**src/rtl/result_fifo_host.sv**
```systemverilog
module result_fifo_host #(
  parameter int DEPTH = 32,
  parameter int RES_W = 13,
  parameter int EVT_N = 8
) (
  input  logic             clk,
  input  logic             rst_n,
  input  logic             res_wr,
  input  logic [RES_W-1:0] res_data,
  input  logic [EVT_N-1:0] evt,
  input  logic             bus_8bit,
  input  logic [1:0]       reg_sel,
  input  logic             rd_en,
  input  logic             wr_en,
  input  logic [15:0]      wr_data,
  output logic [15:0]      rd_data,
  output logic             hi_oe,
  output logic             dma_req,
  output logic             irq_n
);
  localparam int AW = $clog2(DEPTH);
  localparam int CW = AW + 1;

  logic [RES_W-1:0] mem [DEPTH];
  logic [AW-1:0]    wptr, rptr;
  logic [CW-1:0]    cnt, thr;
  logic [EVT_N-1:0] flags, mask;
  logic             ovf, byte_hi, dma_q;

  logic rd_fifo, rd_flags, rd_stat, empty, full, push, pop;
  logic [15:0] wide, fifo_word, mux;
  logic [RES_W-1:0] head;

  assign rd_fifo  = rd_en && reg_sel == 2'd0;
  assign rd_flags = rd_en && reg_sel == 2'd2;
  assign rd_stat  = rd_en && reg_sel == 2'd3;
  assign empty    = cnt == '0;
  assign full     = cnt == CW'(DEPTH);
  assign push     = res_wr && !full;
  assign pop      = rd_fifo && !empty && (!bus_8bit || byte_hi);

  assign head = mem[rptr];
  assign wide = {{(16-RES_W){head[RES_W-1]}}, head};

  always_comb begin
    if (empty)         fifo_word = '0;
    else if (!bus_8bit) fifo_word = wide;
    else if (byte_hi)  fifo_word = {8'h00, wide[15:8]};
    else               fifo_word = {8'h00, wide[7:0]};
  end

  always_comb begin
    case (reg_sel)
      2'd0:    mux = fifo_word;
      2'd1:    mux = 16'(mask);
      2'd2:    mux = 16'(flags);
      default: mux = 16'({ovf, cnt});
    endcase
  end

  assign rd_data = !rd_en ? '0 : bus_8bit ? {8'h00, mux[7:0]} : mux;
  assign hi_oe   = rd_en && !bus_8bit;
  assign dma_req = dma_q;
  assign irq_n   = ~|(flags & mask);

  always_ff @(posedge clk) begin
    if (push) mem[wptr] <= res_data;
  end

  always_ff @(posedge clk or negedge rst_n) begin
    if (!rst_n) begin
      wptr    <= '0;
      rptr    <= '0;
      cnt     <= '0;
      thr     <= '0;
      mask    <= '0;
      flags   <= '0;
      ovf     <= 1'b0;
      byte_hi <= 1'b0;
      dma_q   <= 1'b0;
    end else begin
      if (push) wptr <= wptr + AW'(1);
      if (pop)  rptr <= rptr + AW'(1);
      cnt <= cnt + CW'(push) - CW'(pop);

      if (!bus_8bit)              byte_hi <= 1'b0;
      else if (rd_fifo && !empty) byte_hi <= !byte_hi;

      ovf   <= (ovf && !rd_stat) || (res_wr && full);
      flags <= (flags & ~{EVT_N{rd_flags}}) | evt;

      if (wr_en && reg_sel == 2'd1) mask <= wr_data[EVT_N-1:0];
      if (wr_en && reg_sel == 2'd3) thr  <= wr_data[CW-1:0];

      if (empty)                       dma_q <= 1'b0;
      else if (thr != '0 && cnt == thr) dma_q <= 1'b1;
    end
  end

  p_cnt_bound_r2: assert property (@(posedge clk) disable iff (!rst_n)
    cnt <= CW'(DEPTH));
  p_no_overflow_r3: assert property (@(posedge clk) disable iff (!rst_n)
    full && res_wr && !pop |=> cnt == CW'(DEPTH) && ovf);
  p_empty_hold_r4: assert property (@(posedge clk) disable iff (!rst_n)
    rd_fifo && empty |=> $stable(rptr));
  p_dma_hold_r7: assert property (@(posedge clk) disable iff (!rst_n)
    dma_q && !empty |=> dma_q);
  p_dma_fall_r7: assert property (@(posedge clk) disable iff (!rst_n)
    $fell(dma_q) |-> $past(empty));
  p_thr_off_r8: assert property (@(posedge clk) disable iff (!rst_n)
    thr == '0 && !dma_q |=> !dma_q);
  p_irq_release_r9: assert property (@(posedge clk) disable iff (!rst_n)
    rd_flags && evt == '0 |=> irq_n);
  p_evt_kept_r10: assert property (@(posedge clk) disable iff (!rst_n)
    evt != '0 |=> (flags & $past(evt)) == $past(evt));
endmodule

```
**config.mk**
```make
export PLATFORM = sky130hd
export DESIGN_NAME = result_fifo_host
export DESIGN_NICKNAME = d
export VERILOG_FILES = /design/src/rtl/result_fifo_host.sv
export SDC_FILE = /design/constraint.sdc
export NUM_CORES = 1
export LEC_CHECK = 0
export BUFFER_PORTS_ARGS = -buffer_cell sky130_fd_sc_hd__buf_2
export CAP_MARGIN = 20
export CORE_ASPECT_RATIO = 1.1
export CORE_MARGIN = 4
export CORE_UTILIZATION = 50
export CTS_CLUSTER_DIAMETER = 200
export DETAILED_ROUTE_END_ITERATION = 8
export MAX_ROUTING_LAYER = met4
export PLACE_DENSITY_LB_ADDON = 0.1
export REMOVE_ABC_BUFFERS = 1
export SLEW_MARGIN = 20
export SYNTH_ARGS = -nofsm -noshare
export SYNTH_HDL_FRONTEND = slang
export SYNTH_SLANG_ARGS = --single-unit
```
**constraint.sdc**
```tcl
create_clock -name clk -period 3.5 [get_ports clk]
set_clock_uncertainty 0.05 [all_clocks]
set_input_delay 0.7 -clock clk [delete_from_list [all_inputs] [get_ports clk]]
set_output_delay 0.7 -clock clk [all_outputs]
set_load 0.02 [all_outputs]
```
# After elaboration in Yosys (flattened, before gate mapping)
# Memories as Yosys holds them, arrays and structs flattened.
# Index checks and enable logic that the tools add are counted.
# W data, S select, Z words.
[totals]
register_bits = 41
ram_bits = 416
input_bits = 45
out_inout_bits = 19
wordCells = 61
n_memories = 1
[op_classes]
add_sub_neg = 4
eq_ne = 6
muxes = 12
n_bitwise = 4
reduce_logical = 25
[mem_list]
columns = ["name", "words", "word_bits", "rd", "rd_ports_with_merged_regs", "wr", "line_no", "source"]
rows = [
  ["mem", 32, 13, 1, 0, 1, "24", "logic [RES_W-1:0] mem [DEPTH];"],
]
[ops]
columns = ["op", "n"]
rows = [
  ["$mux W16", 4],
  ["$pmux W16 S3", 1],
  ["$and A8 B8 Y8", 2],
  ["$logic_and A1 B1 Y1", 12],
  ["$add A5 B1 Y5 const B", 2],
  ["$mux W8", 1],
  ["$not A8 Y8", 1],
  ["$or A8 B8 Y8", 1],
  ["$reduce_or A8 Y1", 1],
  ["$add A6 B1 Y6", 1],
  ["$eq A6 B6 Y1", 1],
  ["$eq A6 B6 Y1 const B", 1],
  ["$logic_not A1 Y1", 6],
  ["$logic_not A6 Y1", 1],
  ["$mux W1", 6],
  ["$reduce_bool A6 Y1", 1],
  ["$sub A6 B1 Y6", 1],
  ["$eq A2 B2 Y1 const B", 2],
  ["$eq A2 B1 Y1 const B", 1],
  ["$logic_not A2 Y1", 1],
  ["$logic_or A1 B1 Y1", 2],
  ["$ne A2 B1 Y1 const B", 1],
  ["$reduce_bool A2 Y1", 1],
]

# Longest topological paths before layout
# Gate-level depths: netlist of the first run.
# An unclocked memory read counts as a cell.
[logic_depth]
depth_word = 7
depth_mapped = 14
ltp_nobuf = 14

# Least setup slack after synthesis of the first run
# No wires, ideal clock.
[synth_path]
kind = "register -> output"
start = "register cnt[2]"
end = "output rd_data[13]"
arrival_ns = 2.481
required_time_ns = 2.750
slack_ns = 0.269
stages_incl_launch_ff = 9
path_buffers = 1
cell_sequence = "dfrtp_1 > inv_1 > ha_1 > and4bb_2 > nor3_1 > nand2_1 > or2_2 > nor3_1 > buf_4"
[synth_via]
elab_chain_cells = 5
[synth_rtl]
columns = ["item", "line_no", "source"]
rows = [
  ["start: declaration", "26", "logic [CW-1:0] cnt, thr;"],
  ["start signal: assignment", "84", "cnt <= cnt + CW'(push) - CW'(pop);"],
  ["$logic_not A6 Y1", "37", "assign empty = cnt == '0;"],
  ["$mux W16", "46", "if (empty) fifo_word = '0;"],
  ["$pmux W16 S3", "53", "case (reg_sel)"],
  ["$mux W16 (2 in series)", "61", "assign rd_data = !rd_en ? '0 : bus_8bit ? {8'h00, mux[7:0]} : mux;"],
  ["end: declaration", "16", "output logic [15:0] rd_data,"],
]
# No other way between the ends.

# Final worst setup path of the first run
[layout_path]
start = "register rptr[0]"
end = "output rd_data[2]"
[layout_via]
elab_chain_cells = 7
[layout_rtl]
columns = ["item", "line_no", "source"]
rows = [
  ["start: declaration", "25", "logic [AW-1:0] wptr, rptr;"],
  ["start signal: assignment", "83", "if (pop) rptr <= rptr + AW'(1);"],
  ["$mem_v2 Z32 W13 *", "-", ""],
  ["$mux W8", "48", "else if (byte_hi) fifo_word = {8'h00, wide[15:8]};"],
  ["$mux W16 *", "47", "else if (!bus_8bit) fifo_word = wide;"],
  ["$mux W16 *", "46", ""],
  ["$pmux W16 S3 *", "53", ""],
  ["$mux W16 * (2 in series)", "61", ""],
]
# Every way passes the cells marked *; elsewhere a longest branch is shown, timed or not.

==> impl_metrics.env, run 1 <==
export IMPL_start_util=0.507
export IMPL_cts_reportedPaths_clkPinSlew_ns=0.06
export IMPL_postLayoutCellArea_um2=21900
export IMPL_p_per_area_nw_per_um2=760
export IMPL_clkSinkCount=457
export IMPL_fin_ws_ns=-0.215
export IMPL_wl_per_cell_um=25.9
export IMPL_drc=0
export IMPL_setup_viol=12
export IMPL_ios=64
export IMPL_antenna_found_initial=0
export IMPL_cts_tree="yes"
export IMPL_ctsHoldBuffers=0
export IMPL_overflow=0
export IMPL_ant_nets=0
export IMPL_track_usage=0.223
export IMPL_synth_edf_count=416
export IMPL_drt_iter0_markers=844
export IMPL_fin_crit_ns=3.72
export IMPL_numPortBuffers=55
export IMPL_cts_max_level=2
export IMPL_diodes=0
export IMPL_hold_class="input port to async pin"
export IMPL_r2r_start="cnt[3]"
export IMPL_yosys_area_share_simple=0.0328
export IMPL_first_pass_iters=5
export IMPL_maxCapViolCount=0
export IMPL_ys_flop_type="edfxtp_1"
export IMPL_netSwitchingPower_uw=4880
export IMPL_dp_hpwl_um=26800
export IMPL_clkPwrFrac=0.297
export IMPL_hold_viol=0
export IMPL_drive_gt1_frac=0.342
export IMPL_outcome="finished, violations left"
export IMPL_crit_fanout=6
export IMPL_rsz0062_at_grt="yes"
export IMPL_synth_fa_ha_area_frac=0.0106
export IMPL_combPwrFrac=0.302
export IMPL_synthXorXnorAreaFrac=0.00812
export IMPL_cts_root_buf="clkbuf_16"
export IMPL_critical_path_class="flip-flop to primary output"
export IMPL_syn_inst=956
export IMPL_fin_crit_sh=1.06
export IMPL_final_common_cell="edfxtp_1"
export IMPL_crit_arrival_ns=2.97
export IMPL_violations="negative setup slack"
export IMPL_dieArea_um2=39800
export IMPL_core_area_um2=36200
export IMPL_die_h_um=209
export IMPL_cellLeakagePower_uw=0.00742
export IMPL_worst_slew_pin_slew_ns=0.833
export IMPL_r2r_setup_slack_ns=0.53
export IMPL_vias=9650
export IMPL_nNetsFinal=1183
export IMPL_grt_pass1_wl_um=63600
export IMPL_max_freq_mhz=269
export IMPL_clk_latency_ns=0.56
export IMPL_finalMaxSlewViolations=0
export IMPL_relSlewSlack=0.443
export IMPL_synthesis_area_um2=18300
export IMPL_die_x_um=191
export IMPL_synth_top_family_by_area="multiplexers"
export IMPL_seqPwrFrac=0.401
export IMPL_yosysUniqueCellTypes=53
export IMPL_cp_startpoint="rptr[0]"
export IMPL_startpoint_type="flip-flop"
export IMPL_vdd_ir_drop_max_v=0.000537
export IMPL_ys_ff_latch=457
export IMPL_viasPerCell=5.87
export IMPL_cp_end_kind="primary output"
export IMPL_place_area_um2=19600
export IMPL_async_flop_share=0.0897
export IMPL_synth_compound_area_share=0.0491
export IMPL_synth_seq_area_share=0.738
export IMPL_required_ns=2.75
export IMPL_r2r_cells=14
export IMPL_final_util=0.605
export IMPL_grt_start_max_net_pins=42
export IMPL_p_sw_frac=0.293
export IMPL_synth_mux_area_frac=0.142
export IMPL_mostFrequentLayoutCells="edfxtp_1 (416), buf_4 (92), mux4_2 (83), clkbuf_16 (47), mux2i_1 (45)"
export IMPL_syn_area_per_cell_um2=19.2
export IMPL_grt_pass1_vias=9851
export IMPL_cts_buffer_depth=3
export IMPL_rows=73
export IMPL_r2r_end="cnt[5]"
export IMPL_finalWeightedCongestion=0.839
export IMPL_area_growth_pct=19.4
export IMPL_routed_wl_um=42600
export IMPL_setup_tns_ns=-1.80
export IMPL_cts_inserted_buffers=47
export IMPL_synth_warnings=0
export IMPL_internal_power_uw=11800
## flip-flops by register name, summed over array words and instances, names as in the netlist
signal and count:
ovf 1, rptr 5, flags 8, dma_req 1
mask 8, cnt 6, byte_hi 1, thr 6
mem 416, wptr 5
## cell families (layout without fill, tap and decap cells)
| family | Yosys count | in the layout |
|---|---|---|
| xor+xnor | 17 | 17 |
| flops | 457 | 457 |
| fa+ha+maj | 15 | 15 |
| mux | 153 | 153 |
| buf+inv | 61 | 263 |
| simple gates | 123 | 123 |
| compound gates | 130 | 130 |
## worst max-delay path, stage by stage (launching register included)
cell	delay [ns]
dfrtp_4	0.51
buf_12	0.15
buf_4	0.13
mux4_2	0.42
a22o_1	0.26
a211oi_2	0.15
buf_4	0.18
a31oi_4	0.04
a221oi_2	0.26
a21oi_2	0.13
buf_6	0.15
## synthesized netlist by cell type (12+ instances only)
cell	n	share of area
nand2_1	32	0.0066
o221ai_1	22	0.011
o21ai_0	22	0.0060
ha_1	14	0.0096
mux2_2	22	0.014
a21oi_1	28	0.0076
nor2_1	42	0.0086
dfrtp_1	41	0.056
inv_1	13	0.0027
mux2i_1	48	0.026
nor2b_1	12	0.0041
buf_4	13	0.0053
mux4_2	83	0.10
edfxtp_1	416	0.68
## final cells by class
class                   instances  area, µm²
fillers                      2707      14300
flip-flops and latches        457      13500
multi-input cells             438       4750
repair buffers                166       1440
clock buffers                  62       1270
well taps                     487        609
clock inverters                22        244
inverters                      13       48.8
## timing repair
action,CTS,global route
gates resized for setup,78,20
setup buffers,17,3
setup endpoints to repair,16,16
pin swaps,24,13
cloned,3,0
## worst max path at each step
stage                   to  slack [ns]  depth (start not counted)
2_1_floorplan  rd_data[12]       -3.27                          3
3_3_place_gp    rd_data[0]        0.16                          8
3_5_place_dp    rd_data[0]        0.18                          8
4_1_cts         rd_data[2]       -0.23                         10
5_1_grt         rd_data[2]       -0.28                         10
6_report        rd_data[2]       -0.22                         10
## metrics by stage
| stage | total power (µW) | setup slack, ns | hold WS, ns | cells |
|---|---|---|---|---|
| 2_1_floorplan | 9630 | -3.27 | 0.354 | 908 |
| 3_3_place_gp | 11100 | 0.161 | 0.437 | 1537 |
| 3_5_place_dp | 11100 | 0.180 | 0.436 | 1537 |
| 4_1_cts | 16700 | -0.230 | 0.244 | 1641 |
| 5_1_grt | 17300 | -0.276 | 0.0719 | 1645 |
| 6_report | 16600 | -0.215 | 0.0685 | 1645 |
## power groups by stage
stage               logic [µW]  clock network [µW]  registers [µW]
global placement          4270                   0            6820
floorplan                 2500                   0            7130
detailed placement        4310                   0            6830
finish                    5030                4940            6660
global route              5370                5270            6700
CTS                       5010                5020            6660
## routing by layer
metal / track usage / wire, µm
met2: 0.344 / 21000
met4: 0.0661 / 1230
met1: 0.313 / 18200
met5: - / 0
met3: 0.0349 / 2170
Power figures use the tool's default switching activity.
==> run 2: changes to the inputs <==
BUFFER_PORTS_ARGS = default   (was -buffer_cell sky130_fd_sc_hd__buf_2)
DONT_BUFFER_PORTS = 1   (was default)
RECOVER_POWER = 50   (was default)
SLEW_MARGIN = default   (was 20)
==> run 2 against run 1 <==
Compared with the run above:
- the run ends with max-capacitance violations, max-slew violations, negative setup slack left
- register-to-register slack lost 0.06 ns
- clock power increased by 3%
- core utilization is 0.086 points lower
- global-route usage up 0.59 points
- power is 2.4% higher
- setup slack improved by 0.047 ns
- flip-flop and latch count is the same
- critical path type unchanged
- largest power group unchanged
==> impl_metrics.env, run 2 (synthesis gave the netlist of run 1 again) <==
export IMPL_drt_iter0_markers=940
export IMPL_ios=64
export IMPL_max_stage_delay_ns=0.54
export IMPL_clkSinkCount=457
export IMPL_mostFrequentLayoutCells="edfxtp_1 (416), buf_4 (98), mux4_2 (83), clkbuf_16 (50), mux2i_1 (45)"
export IMPL_setup_tns_ns=-1.13
export IMPL_dp_hpwl_um=26500
export IMPL_outcome="finished, violations left"
export IMPL_grt_pass1_wl_um=64600
export IMPL_critPathSlowestCell="mux4_2"
export IMPL_cp_num_buf_inv=4
export IMPL_worst_slew_pin_slew_ns=2.19
export IMPL_cts_inserted_buffers=47
export IMPL_clk_latency_ns=0.55
export IMPL_p_total_uw=17000
export IMPL_area_growth_pct=19.3
export IMPL_final_common_cell="edfxtp_1"
export IMPL_antenna_found_initial=1
export IMPL_fin_ws_ns=-0.168
export IMPL_maxCapViolCount=1
export IMPL_track_usage=0.229
export IMPL_cellLeakagePower_uw=0.00736
export IMPL_rsz0062_at_grt="yes"
export IMPL_postLayoutCellArea_um2=21900
export IMPL_crit_arrival_ns=2.92
export IMPL_core_area_um2=36200
export IMPL_dieArea_um2=39800
export IMPL_vdd_ir_drop_max_v=0.000550
export IMPL_final_util=0.604
export IMPL_numPortBuffers=0
export IMPL_hold_viol=0
export IMPL_multi_input_area_um2=4710
export IMPL_fin_crit_sh=1.05
export IMPL_die_h_um=209
export IMPL_rows=73
export IMPL_cts_tree="yes"
export IMPL_drive_gt1_frac=0.324
export IMPL_cts_max_level=2
export IMPL_cp_end_kind="primary output"
export IMPL_ant_nets=0
export IMPL_vias=9591
export IMPL_fin_crit_ns=3.67
export IMPL_top_register="mem"
export IMPL_p_per_area_nw_per_um2=779
export IMPL_viasPerCell=5.95
export IMPL_required_ns=2.75
export IMPL_largest_reg_flops=416
export IMPL_cts_reportedPaths_clkPinSlew_ns=0.06
export IMPL_grt_pass1_vias=9678
export IMPL_drc=0
export IMPL_crit_fanout=6
export IMPL_relSlewSlack=-0.462
export IMPL_max_freq_mhz=273
export IMPL_finalMaxSlewViolations=42
export IMPL_nNetsFinal=1150
export IMPL_wl_per_cell_um=27.0
export IMPL_critical_path_class="flip-flop to primary output"
export IMPL_place_area_um2=19400
export IMPL_startpoint_type="flip-flop"
export IMPL_die_x_um=191
export IMPL_fillCellCount=2644
export IMPL_hold_path_depth=1
export IMPL_cp_num_cells=9
export IMPL_violations="max-capacitance violations, max-slew violations, negative setup slack"
export IMPL_cts_root_buf="clkbuf_16"
export IMPL_overflow=0
export IMPL_largestRegisters="mem x416, flags x8, mask x8"
export IMPL_cts_buffer_depth=3
export IMPL_hold_class="input port to flip-flop"
export IMPL_timing_hold_ws_ns=0.183
export IMPL_start_util=0.507
export IMPL_routed_wl_um=43600
export IMPL_first_pass_iters=5
export IMPL_regArea_um2=13500
export IMPL_path_common_cell="buf_4"
export IMPL_finalWeightedCongestion=0.823
export IMPL_r2r_cells=14
export IMPL_worstPathCellList="buf_4 > clkbuf_16 > mux4_2 > a211oi_2 > buf_4 > a31oi_4 > a221oi_2 > a21oi_2 > buf_4"
export IMPL_grt_start_max_net_pins=42
export IMPL_setup_viol=12
export IMPL_crit_family="compound AO/OA/AOI/OAI gates"
run 2: changes by cell type in the layout (fill, tap and decap cells not counted), sizes merged:
cell / before / now
dlygate4sd3: 0 / 1
clkinv: 13 / 18
clkdlybuf4s25: 0 / 1
clkinvlp: 1 / 2
clkbuf: 62 / 59
inv: 16 / 13
bufinv: 5 / 6
diode: 0 / 1
buf: 165 / 129
run 2: final timing paths:
path | end | from | slack [ns]
worst min register to register | flags[4] | flags[4] | 0.46
worst max register to register | cnt[5] | cnt[2] | 0.47
max in group asynchronous | rptr[1] | rst_n | 0.35
min in group asynchronous | rptr[0] | rst_n | 1.51
worst min-delay path | flags[0] | evt[0] | 0.18
worst max-delay path | rd_data[2] | rptr[0] | -0.17
run 2: timing repair:
action / 4_1_cts / 5_1_grt
endpoints found under the setup margin: 16 / 14
endpoints found under the hold margin: 41 / 0
buffers inserted: 31 / 3
cloned: 4 / 1
hold buffers: 2 / 0
pin swaps: 27 / 12
resized for setup: 72 / 19
run 2: power by group:
group	total (µW)	switching (µW)	internal [µW]
registers	6670	265	6410
clock network	5080	2030	3050
logic	5280	2620	2660
run 2: through the flow:
stage,instances,setup WS [ns]
after floorplan,908,-3.27
after global placement,1488,0.131
after detailed placement,1488,0.126
after CTS,1608,-0.145
after global routing,1613,-0.233
final,1613,-0.168
run 2: area by class of cell:
class,instances,share of cell area
diodes,1,0.000114
repair buffers,133,0.0630
flip-flops and latches,457,0.619
clock buffers,58,0.0590
inverters,13,0.00223
clock inverters,26,0.0130
well taps,487,0.0279
multi-input cells,438,0.216
run 2: routing by layer:
layer	global-route usage	part of all wire	wire length, µm
met3	0.0363	0.048	2100
met1	0.327	0.43	18900
met4	0.0602	0.023	1010
met5	-	0	0
met2	0.351	0.49	21500
run 2: worst register-to-register path: cells and delay by family (launching register included):
family | cells | cell delay [ns]
buffers and inverters | 2 | 0.14
XOR/XNOR | 1 | 0.17
flip-flops | 1 | 0.41
AND/OR/NAND/NOR | 3 | 0.63
AO/OA/AOI/OAI | 5 | 0.90
adder cells (fa/ha/maj) | 3 | 0.66
